$ cat src/rtl/sramc_pkg.sv
package sramc_pkg;

  typedef enum logic [2:0] {
    PH_IDLE    = 3'd0,
    PH_READ    = 3'd1,
    PH_WSETUP  = 3'd2,
    PH_WPULSE  = 3'd3,
    PH_WRECOV  = 3'd4,
    PH_FINISH  = 3'd5
  } phase_e;

  typedef enum logic [2:0] {
    LIM_RC, LIM_AA, LIM_OE, LIM_WC, LIM_WP, LIM_AW, LIM_DW
  } limit_e;

  // Minimum timing limit in ns for a speed grade (0 fast, 1 middle, 2 slow)
  function automatic int limit_ns(input int grade, input limit_e which);
    int r;
    r = 70;
    case (grade)
      0: case (which)
           LIM_RC: r = 35;  LIM_AA: r = 35;  LIM_OE: r = 25;
           LIM_WC: r = 35;  LIM_WP: r = 25;  LIM_AW: r = 30;
           LIM_DW: r = 20;  default: r = 35;
         endcase
      1: case (which)
           LIM_RC: r = 55;  LIM_AA: r = 55;  LIM_OE: r = 30;
           LIM_WC: r = 55;  LIM_WP: r = 40;  LIM_AW: r = 50;
           LIM_DW: r = 25;  default: r = 55;
         endcase
      default: case (which)
           LIM_RC: r = 70;  LIM_AA: r = 70;  LIM_OE: r = 35;
           LIM_WC: r = 70;  LIM_WP: r = 45;  LIM_AW: r = 60;
           LIM_DW: r = 30;  default: r = 70;
         endcase
    endcase
    return r;
  endfunction

  function automatic int cycles_for(input int ns, input int clk_ns);
    return (ns + clk_ns - 1) / clk_ns;
  endfunction

  function automatic int imax(input int a, input int b);
    return (a > b) ? a : b;
  endfunction

endpackage

$ cat src/rtl/sramc_timer.sv
module sramc_timer #(
  parameter int CNT_W = 4
) (
  input  logic             clk,
  input  logic             rst_n,
  input  logic             load,
  input  logic [CNT_W-1:0] load_val,
  output logic             zero
);

  logic [CNT_W-1:0] cnt;

  always_ff @(posedge clk) begin
    if (!rst_n)             cnt <= '0;
    else if (load)          cnt <= load_val;
    else if (cnt != '0)     cnt <= cnt - 1'b1;
  end

  assign zero = (cnt == '0);

endmodule

$ cat src/rtl/sramc_fsm.sv
module sramc_fsm
  import sramc_pkg::*;
#(
  parameter int RD_CYC  = 14,
  parameter int WSU_CYC = 3,
  parameter int WP_CYC  = 10,
  parameter int WRC_CYC = 1,
  parameter int CNT_W   = 4
) (
  input  logic             clk,
  input  logic             rst_n,
  input  logic             req_valid,
  input  logic             req_write,
  input  logic             tmr_zero,
  output logic             req_ready,
  output logic             accept,
  output logic             capture,
  output logic             tmr_load,
  output logic [CNT_W-1:0] tmr_val,
  output logic             ce_on,
  output logic             oe_on,
  output logic             we_on,
  output logic             drive_on,
  output logic             done
);

  phase_e state, nxt;

  always_comb begin
    nxt = state;
    case (state)
      PH_IDLE:   if (req_valid) nxt = req_write ? PH_WSETUP : PH_READ;
      PH_READ:   if (tmr_zero)  nxt = PH_FINISH;
      PH_WSETUP: if (tmr_zero)  nxt = PH_WPULSE;
      PH_WPULSE: if (tmr_zero)  nxt = PH_WRECOV;
      PH_WRECOV: if (tmr_zero)  nxt = PH_FINISH;
      default:                  nxt = PH_IDLE;
    endcase
  end

  assign req_ready = (state == PH_IDLE);
  assign accept    = req_ready & req_valid;
  assign capture   = (state == PH_READ) & tmr_zero;
  assign tmr_load  = (nxt != state);

  always_comb begin
    case (nxt)
      PH_READ:   tmr_val = CNT_W'(RD_CYC - 1);
      PH_WSETUP: tmr_val = CNT_W'(WSU_CYC - 1);
      PH_WPULSE: tmr_val = CNT_W'(WP_CYC - 1);
      PH_WRECOV: tmr_val = CNT_W'(WRC_CYC - 1);
      default:   tmr_val = '0;
    endcase
  end

  // Strobes registered from the next phase so the pins change glitch-free
  always_ff @(posedge clk) begin
    if (!rst_n) begin
      state    <= PH_IDLE;
      ce_on    <= 1'b0;
      oe_on    <= 1'b0;
      we_on    <= 1'b0;
      drive_on <= 1'b0;
      done     <= 1'b0;
    end else begin
      state    <= nxt;
      ce_on    <= (nxt != PH_IDLE) && (nxt != PH_FINISH);
      oe_on    <= (nxt == PH_READ);
      we_on    <= (nxt == PH_WPULSE);
      drive_on <= (nxt == PH_WSETUP) || (nxt == PH_WPULSE) || (nxt == PH_WRECOV);
      done     <= (nxt == PH_FINISH);
    end
  end

endmodule

$ cat src/rtl/sramc_datapath.sv
module sramc_datapath #(
  parameter int ADDR_W = 17,
  parameter int DATA_W = 8
) (
  input  logic              clk,
  input  logic              rst_n,
  input  logic              accept,
  input  logic              capture,
  input  logic [ADDR_W-1:0] req_addr,
  input  logic [DATA_W-1:0] req_wdata,
  input  logic [DATA_W-1:0] mem_dq_in,
  output logic [ADDR_W-1:0] mem_addr,
  output logic [DATA_W-1:0] mem_dq_out,
  output logic [DATA_W-1:0] rsp_rdata
);

  always_ff @(posedge clk) begin
    if (!rst_n) begin
      mem_addr   <= '0;
      mem_dq_out <= '0;
      rsp_rdata  <= '0;
    end else begin
      if (accept) begin
        mem_addr   <= req_addr;
        mem_dq_out <= req_wdata;
      end
      if (capture) rsp_rdata <= mem_dq_in;
    end
  end

endmodule

$ cat src/rtl/sramc_ctrl.sv
module sramc_ctrl
  import sramc_pkg::*;
#(
  parameter int ADDR_W = 17,
  parameter int DATA_W = 8,
  parameter int CLK_NS = 4,
  parameter int GRADE  = 1
) (
  input  logic              clk,
  input  logic              rst_n,
  input  logic              req_valid,
  output logic              req_ready,
  input  logic              req_write,
  input  logic [ADDR_W-1:0] req_addr,
  input  logic [DATA_W-1:0] req_wdata,
  output logic              rsp_done,
  output logic [DATA_W-1:0] rsp_rdata,
  output logic [ADDR_W-1:0] mem_addr,
  output logic              mem_ce1_n,
  output logic              mem_ce2,
  output logic              mem_we_n,
  output logic              mem_oe_n,
  output logic [DATA_W-1:0] mem_dq_out,
  input  logic [DATA_W-1:0] mem_dq_in,
  output logic              mem_dq_oe
);

  localparam int RD_NS   = imax(imax(limit_ns(GRADE, LIM_RC), limit_ns(GRADE, LIM_AA)),
                                limit_ns(GRADE, LIM_OE));
  localparam int RD_CYC  = cycles_for(RD_NS, CLK_NS);
  localparam int WP_CYC  = cycles_for(imax(limit_ns(GRADE, LIM_WP), limit_ns(GRADE, LIM_DW)), CLK_NS);
  localparam int AW_CYC  = cycles_for(limit_ns(GRADE, LIM_AW), CLK_NS);
  localparam int WSU_CYC = imax(1, AW_CYC - WP_CYC);
  localparam int WC_CYC  = cycles_for(limit_ns(GRADE, LIM_WC), CLK_NS);
  localparam int WRC_CYC = imax(1, WC_CYC - WSU_CYC - WP_CYC);
  localparam int MAX_CYC = imax(imax(RD_CYC, WP_CYC), imax(WSU_CYC, WRC_CYC));
  localparam int CNT_W   = imax(1, $clog2(MAX_CYC + 1));

  logic             accept, capture, tmr_load, tmr_zero;
  logic [CNT_W-1:0] tmr_val;
  logic             ce_on, oe_on, we_on, drive_on;

  sramc_fsm #(
    .RD_CYC (RD_CYC),
    .WSU_CYC(WSU_CYC),
    .WP_CYC (WP_CYC),
    .WRC_CYC(WRC_CYC),
    .CNT_W  (CNT_W)
  ) u_fsm (
    .clk      (clk),
    .rst_n    (rst_n),
    .req_valid(req_valid),
    .req_write(req_write),
    .tmr_zero (tmr_zero),
    .req_ready(req_ready),
    .accept   (accept),
    .capture  (capture),
    .tmr_load (tmr_load),
    .tmr_val  (tmr_val),
    .ce_on    (ce_on),
    .oe_on    (oe_on),
    .we_on    (we_on),
    .drive_on (drive_on),
    .done     (rsp_done)
  );

  sramc_timer #(.CNT_W(CNT_W)) u_timer (
    .clk     (clk),
    .rst_n   (rst_n),
    .load    (tmr_load),
    .load_val(tmr_val),
    .zero    (tmr_zero)
  );

  sramc_datapath #(.ADDR_W(ADDR_W), .DATA_W(DATA_W)) u_dp (
    .clk       (clk),
    .rst_n     (rst_n),
    .accept    (accept),
    .capture   (capture),
    .req_addr  (req_addr),
    .req_wdata (req_wdata),
    .mem_dq_in (mem_dq_in),
    .mem_addr  (mem_addr),
    .mem_dq_out(mem_dq_out),
    .rsp_rdata (rsp_rdata)
  );

  assign mem_ce1_n = ~ce_on;
  assign mem_ce2   = ce_on;
  assign mem_oe_n  = ~oe_on;
  assign mem_we_n  = ~we_on;
  assign mem_dq_oe = drive_on;

endmodule

$ cat config.mk
export PLATFORM = sky130hd
export DESIGN_NAME = sramc_ctrl
export DESIGN_NICKNAME = d
export VERILOG_FILES = /design/src/rtl/sramc_pkg.sv /design/src/rtl/sramc_timer.sv /design/src/rtl/sramc_fsm.sv /design/src/rtl/sramc_datapath.sv /design/src/rtl/sramc_ctrl.sv
export SDC_FILE = /design/constraint.sdc
export NUM_CORES = 1
export LEC_CHECK = 0
export BUFFER_PORTS_ARGS = -buffer_cell sky130_fd_sc_hd__buf_2
export CAP_MARGIN = 20
export CORE_ASPECT_RATIO = 0.9
export CORE_MARGIN = 2
export CORE_UTILIZATION = 40
export DETAILED_ROUTE_END_ITERATION = 7
export HOLD_SLACK_MARGIN = 0.08
export PLACE_DENSITY_LB_ADDON = 0.25
export SYNTH_ARGS = -nofsm -noshare
export SYNTH_HDL_FRONTEND = slang
export SYNTH_SLANG_ARGS = --single-unit
$ cat constraint.sdc
create_clock -name clk -period 2.41 [get_ports clk]
set_clock_uncertainty 0.1 [all_clocks]
set_input_delay 0.241 -clock clk [delete_from_list [all_inputs] [get_ports clk]]
set_output_delay 0.241 -clock clk [all_outputs]
set_load 0.01 [all_outputs]
# Word level (Yosys, flattened, before mapping)
# Cells that the tools add are included.
# totals
mem_count,0
ram_bits,0
reg_bits,45
latch_bits,0
romBits,0
output_inout_bits,40
# classes
n_mul,0
bitwise,5
shifts,0
div,0
magnitude_cmp,0
mux,9
n_eq_ne,11
reduce_logical,9
addsub,1
# ops
cell,count
"equality test 3 x 2 -> 1 bit, second input constant",4
two-way mux 3 bit,4
one-hot mux 3 bit (4 select lines),1
one-hot mux 4 bit (3 select lines),1
"equality test 3 bit, second input constant",3
two-way mux 4 bit,2
"equality test 3 x 1 -> 1 bit, second input constant",2
zero test 4 bit,1
nonzero test 4 bit,1
"subtractor 4 x 1 -> 4 bit, second input constant",1
zero test 3 bit,1
!= test 3 bit,1
"!= test 3 bit, second input constant",1
NOT 1 bit,3
nonzero test 3 bit,1
bitwise AND 1 bit,2
logical OR 1 bit,2
two-way mux 2 bit,1
nonzero test 2 bit,1
OR reduction 2 bit,1
logical AND 1 bit,1

# Logic depth before layout (Yosys ltp)
# Gate-level depths: netlist (run 1).
# logic_depth
depth_word,6
depth_mapped,7
depth_no_buf,6

# By module
# From an unflattened synthesis (run 1), not the netlist that was laid out.
# unflattened
hier_cells,187
area_unflattened_um2,1985.7
# by_module_without_submodules
module,n_inst,seq_area_each_um2,area_each_um2,cells_per_inst
sramc_datapath,1,660.6,1267.5,106
sramc_fsm,1,160.2,476.7,55
sramc_timer,1,80.1,230.2,23
sramc_ctrl,1,0.0,11.3,3

# Least setup slack after synthesis (run 1)
# Ideal clock, no wire load.
# synth_timing
kind,register to register
from,register u_timer.cnt[0]
to,register u_fsm.ce_on
setup_slack_ps,677
path_stages_with_launch,8
t_arrival_ps,1518
setup_ps,115
path_buffers,1
required_ps,2195
path_cell_list,dfxtp_1 > inv_1 > ha_1 > or3b_4 > buf_2 > a21boi_0 > o22ai_1 > and2_1
# synth_via
elab_chain_cells,5
elab_cells_between_ends,8
classes_between,1 x eq/ne; 4 x mux; 3 x reduce/logical
# synth_rtl
item,line,source
start: declaration,sramc_timer.sv:11,logic [CNT_W-1:0] cnt;
start signal: assignment,sramc_timer.sv:15,else if (load) cnt <= load_val;
start signal: assignment,sramc_timer.sv:16,else if (cnt != '0) cnt <= cnt - 1'b1;
zero test 4 bit (*),sramc_timer.sv:19,assign zero = (cnt == '0);
"two-way mux 3 bit, on equally long branches",--,
one-hot mux 3 bit (4 select lines) (*),sramc_fsm.sv:31,case (state)
!= test 3 bit / nonzero test 3 bit (equally long branches),sramc_fsm.sv:67,ce_on <= (nxt != PH_IDLE) && (nxt != PH_FINISH);
logical AND 1 bit (*),sramc_fsm.sv:67,
end signal: assignment,sramc_fsm.sv:67,
end: declaration,sramc_fsm.sv:20,"output logic ce_on,"
# Every way passes the cells marked *; elsewhere a longest branch is shown, timed or not.
# A chain may end at the register's enable or synchronous reset.

# Final worst setup path (run 1)
# layout_timing
from,register u_timer.cnt[0]
to,register u_dp.rsp_rdata[4]
# layout_via
elab_chain_cells,2
# layout_rtl
item,line,source
zero test 4 bit,sramc_timer.sv:19,
bitwise AND 1 bit,sramc_fsm.sv:43,assign capture = (state == PH_READ) & tmr_zero;
end signal: assignment,sramc_datapath.sv:27,if (capture) rsp_rdata <= mem_dq_in;
end: declaration,sramc_datapath.sv:14,output logic [DATA_W-1:0] rsp_rdata
# Every way passes these cells.

==> qor.csv, run 1 <==
metric;value;unit
status;completed;
min_period_over_period;88.7;%
drc;0;
track_usage;18.2;%
cp.buffers_inverters;1;
hpwl;2930;um
critical-path-max-stage-delay;0.55;ns
nets;364;
p_leak;1.19;nW
synthCells;229;
relSlewSlack;53.1;%
dpl.cell_count;355;
final_area;0.00268;mm^2
fin_util;58.8;%
finalSetupViolCount;0;
vias;1849;
io_buffers;76;
grt_max_degree;32;
min_to;u_dp.mem_addr[3];
vias_per_cell;4.75;
rsz0062_at_grt;no;
stdcell_count;389;
synth_area;0.00192;mm^2
die_x;77.1;um
fmax;468;MHz
synth.net_count;267;
synth-edff-count;0;
cts_max_path_buffers;2;
synthFlopType;dfxtp_1;
hold_viol_final;0;
seq_area_frac_synth;46.9;%
syn_avg_cell_area;8.39;um^2
max-cap-violations;0;
nFillCells;440;
grt_antenna_before_repair;0;
gp_congestion;0.810;
final_layout_size_suffix_gt1_share;28.1;%
slew_viol_final;0;
drt_iter0_drc;125;
syn_to_final_growth;39.2;%
ant_nets;0;
fp.dieH;69.8;um
period_minus_slack;2.14;ns
post_cts_buffers;0;
cts_tree;built;
layout_commonest_cell;buf_2;
grt_pass1_wl;8030;um
setup_tns;0;ns
numCtsBuffers;5;
hp-class;input port to flop;
cpMaxStageDelayCell;nor4_4;
synthArstFlopShare;0;%
tightest_slew;0.699;ns
die-area;0.00538;mm^2
clock_sinks;45;
critical_path.endpoint_type;flop;
criticalPathCategory;flop to flop;
rr_endpoint;u_dp.rsp_rdata[4];
n_antenna_cell;0;
cp.required;2.46;ns
rrSetupSlack;0.27;ns
cts_htree_levels;2;
arrival;2.19;ns
min_from;req_addr[3];
r2r_cells;5;
r2r_start;u_timer.cnt[0];
yosys_warnings;0;
crit_family;simple AND/OR/NAND/NOR gates;
placed_area;0.00232;mm^2
ir_worst_vdd;507;uV
grt_overflow_total;0;
worstPathMaxFanout;16;
clkTransAtPathRegs;0.09;ns
cp_cell_sequence;inv_1, ha_1, or3b_4, nor4_4, o21ai_0;
wire_per_inst;11.8;um
min_path_cells;3;
synth_seq_cells;45;
cts_resized;0;
clk_root_buffer_cell;clkbuf_8;
worst_setup_path_start_kind;flop;
dr.pass1.iters;4;
core_area;0.00455;mm^2
wl;4590;um
grt_pass1_vias;1840;
powerDensity;972;mW/mm^2
num_rows;23;
hold_slack;0.0871;ns
insertion_delay;0.30;ns
final_cell_mix;buf_2 (76), nand2_1 (64), dfxtp_1 (45);
start_util;42.3;%
synth_cell_types;36;
ioPinCount;77;
==> repair_timing <==
action,4_1_cts,5_1_grt
hold endpoints to repair,26,0
hold buffers,26,0
setup endpoints to repair,0,0
==> metal layers <==
| layer | GRT usage (%) | part of all wire, % | vias to the layer above |
|---|---|---|---|
| li1 | - | - | 955 |
| met1 | 20.3 | 44 | 842 |
| met2 | 33.1 | 49 | 47 |
| met3 | 5.21 | 5.9 | 5 |
| met4 | 5.95 | 1.1 | 0 |
| met5 | 0 | 0 | - |
==> cell families after synthesis <==
family / after synthesis / share of synthesized area [%]
xor+xnor: 2 / 0.912
fa+ha+maj: 1 / 0.651
buf+inv: 22 / 5.60
compound gates: 56 / 19.7
simple gates: 100 / 24.7
mux: 3 / 1.56
flops: 45 / 46.9
==> worst reg2reg max path: stages, from the launching register on <==
cell and delay, ns:
dfxtp_1 0.32, inv_1 0.08, ha_1 0.24, or3b_4 0.48, nor4_4 0.55, o21ai_0 0.22
==> stage by stage <==
stage,setup WS (ns),total power [mW]
global route,0.120,2.82
global placement,0.417,2.09
CTS,0.314,2.63
finish,0.271,2.60
detailed placement,0.318,2.10
floorplan,0.677,1.83
==> how the worst max path moves through the flow <==
stage / cells past startpoint / from / endpoint
6_report: 5 / u_timer.cnt[0] / u_dp.rsp_rdata[4]
5_1_grt: 5 / u_timer.cnt[0] / u_dp.rsp_rdata[4]
4_1_cts: 5 / u_timer.cnt[0] / u_dp.rsp_rdata[0]
3_5_place_dp: 5 / u_timer.cnt[0] / u_dp.rsp_rdata[4]
3_3_place_gp: 5 / u_timer.cnt[0] / u_dp.rsp_rdata[7]
2_1_floorplan: 7 / u_timer.cnt[0] / u_fsm.ce_on
==> flip-flops by register name, summed over array words and instances (netlist names) <==
signal / cells
u_dp.mem_addr: 17
u_dp.mem_dq_out: 8
u_dp.rsp_rdata: 8
u_timer.cnt: 4
u_fsm.state: 3
u_fsm.ce_on: 1
u_fsm.done: 1
u_fsm.drive_on: 1
u_fsm.oe_on: 1
u_fsm.we_on: 1
==> cells in the mapped netlist (2+ instances only) <==
| cell type | instances | area [um^2] |
|---|---|---|
| nor2b_1 | 2 | 12.5 |
| a21boi_0 | 23 | 173 |
| nand2_1 | 64 | 240 |
| and2_1 | 4 | 25.0 |
| dfxtp_1 | 45 | 901 |
| clkbuf_1 | 8 | 30.0 |
| a21boi_1 | 6 | 45.0 |
| inv_1 | 7 | 26.3 |
| or3_1 | 2 | 12.5 |
| o21ai_0 | 12 | 60.1 |
| nand3_1 | 11 | 55.1 |
| o22ai_1 | 2 | 12.5 |
| a21oi_1 | 4 | 20.0 |
| o211ai_1 | 2 | 15.0 |
| nor3_1 | 3 | 15.0 |
| nand2b_1 | 2 | 12.5 |
| buf_4 | 4 | 30.0 |
| mux2i_1 | 3 | 30.0 |
| o21a_1 | 4 | 30.0 |
| buf_2 | 2 | 10.0 |
| nor2_1 | 4 | 15.0 |
==> where the power goes <==
part	internal, mW	switching, mW	leakage, nW
Combinational	0.467	0.597	0.775
Sequential	0.915	0.139	0.369
Clock	0.209	0.273	0.0447
Total	1.59	1.01	1.19
==> final cells by class <==
type | instances | area [um^2] | area share [%]
inverters | 7 | 26.3 | 0.982
flip-flops and latches | 45 | 901 | 33.7
clock buffers | 5 | 68.8 | 2.57
well taps | 62 | 77.6 | 2.90
multi-input cells | 162 | 913 | 34.1
clock inverters | 3 | 25.0 | 0.935
repair buffers | 105 | 663 | 24.8
Power figures use the tool's default switching activity.
==> run 2, diff against run 1 <==
GPL_TIMING_DRIVEN = 0   (was unset)
PLACE_DENSITY = 0.68   (was unset)
PLACE_DENSITY_LB_ADDON = unset   (was 0.25)
==> run 2 against run 1 <==
Compared with the run above:
- flip-flop and latch count unchanged
- core utilization down 0.39 points
- wire length barely moved
- total power increased by 1.5%
- clock-buffer cell count up 1
- combinational power up 10%
- final area fell by 0.65%
- critical path depth grew 2
- critical endpoint unchanged
- largest cell class unchanged
==> qor.csv, run 2 (synthesized netlist as in run 1, its figures left out) <==
metric;value;unit
core_area;0.00455;mm^2
arrival;2.11;ns
grt_pass1_wl;7760;um
period_minus_slack;1.98;ns
powerDensity;993;mW/mm^2
n_antenna_cell;0;
wire_per_inst;11.7;um
drc;0;
stdcell_count;394;
hold_buffers;18;
cts_resized;0;
die-area;0.00538;mm^2
grt_overflow_total;0;
worst_setup_path_start_kind;flop;
grt_antenna_before_repair;0;
io_buffers;76;
largest_reg_flops;17;
tightest_slew;0.480;ns
drt_iter0_drc;127;
clock_sinks;45;
grt_max_degree;15;
start_util;42.3;%
syn_to_final_growth;38.3;%
cts_tree;built;
hpwl;3250;um
numCtsBuffers;5;
fp.dieH;69.8;um
top_regs;u_dp.mem_addr (17), u_dp.mem_dq_out (8), u_dp.rsp_rdata (8);
p_int;1.63;mW
rsz0062_at_grt;no;
ant_nets;0;
regArea;901;um^2
max-cap-violations;0;
post_cts_buffers;0;
nFillCells;467;
layout_commonest_cell;buf_2;
total_power;2.64;mW
p_sw;1.01;mW
fin_util;58.4;%
die_x;77.1;um
ir_worst_vdd;497;uV
criticalPathCategory;flop to flop;
finalSetupViolCount;0;
status;completed;
clkTransAtPathRegs;0.09;ns
switching_share;38.4;%
hp-class;input port to flop;
cts_max_path_buffers;2;
pwr-share-clk;17.5;%
vias;1859;
regMostFlops;u_dp.mem_addr;
final_cell_mix;buf_2 (78), nand2_1 (64), dfxtp_1 (45);
power_frac_comb;44.2;%
p_leak;1.18;nW
hold_viol_final;0;
wl;4590;um
cts_htree_levels;2;
num_rows;23;
setup_tns;0;ns
relSlewSlack;67.8;%
worstPathMaxFanout;10;
slew_viol_final;0;
ioPinCount;77;
final_layout_size_suffix_gt1_share;28.6;%
grt_pass1_vias;1708;
multi_input_area;913;um^2
track_usage;17.6;%
critical_path.endpoint_type;flop;
dr.pass1.iters;4;
nets;369;
min_period_over_period;82.0;%
seq_power_share;38.3;%
vias_per_cell;4.72;
clk_root_buffer_cell;clkbuf_8;
dpl.cell_count;367;
fmax;506;MHz
insertion_delay;0.30;ns
cp.required;2.54;ns
gp_congestion;0.777;
[run 2: routing by layer]
layer  GRT usage [%]  part of all wire [%]  vias to the layer above  wire, um
met5               0                     0                        -         0
met4            4.37                   1.2                        0        57
met3            5.86                   7.8                        6       359
met2            28.0                    46                       60      2130
met1            23.2                    45                      827      2050
li1                -                     -                      966         -
[run 2: area by class of cell]
class / instances / share of cell area [%]
clock buffers: 6 / 2.73
inverters: 7 / 0.989
repair buffers: 95 / 21.5
well taps: 62 / 2.92
plain buffers: 15 / 3.06
flip-flops and latches: 45 / 33.9
clock inverters: 2 / 0.565
multi-input cells: 162 / 34.4
[run 2: worst max-delay path, cell delays in order, from the launching register on]
cell,delay [ns]
dfxtp_1,0.32
inv_1,0.08
ha_1,0.26
or3b_4,0.42
nor4_4,0.37
buf_6,0.20
nand3_1,0.07
o21ai_0,0.08
[run 2: power groups by stage]
| stage | Sequential [mW] | Clock (mW) | Combinational [mW] |
|---|---|---|---|
| finish | 1.01 | 0.461 | 1.17 |
| global route | 1.04 | 0.508 | 1.31 |
| CTS | 1.01 | 0.473 | 1.17 |
| detailed placement | 1.03 | 0 | 1.15 |
| global placement | 1.02 | 0 | 1.14 |
| floorplan | 1.08 | 0 | 0.754 |
[run 2: worst paths after layout]
path,start,to,slack [ns],cells past startpoint
setup / recovery,u_timer.cnt[0],u_dp.rsp_rdata[4],0.43,7
hold / removal,req_addr[11],u_dp.mem_addr[11],0.09,3
setup reg to reg,u_timer.cnt[0],u_dp.rsp_rdata[4],0.43,7
hold reg to reg,u_dp.mem_addr[12],u_dp.mem_addr[12],0.35,2
[run 2: through the flow]
step / hold WS, ns / setup slack (ns) / area, um^2
after global routing: 0.0914 / 0.253 / 2660
after global placement: 0.339 / 0.464 / 2380
after detailed placement: 0.343 / 0.473 / 2380
final: 0.0904 / 0.435 / 2660
after floorplan: 0.271 / 0.677 / 1920
after CTS: 0.0810 / 0.438 / 2650
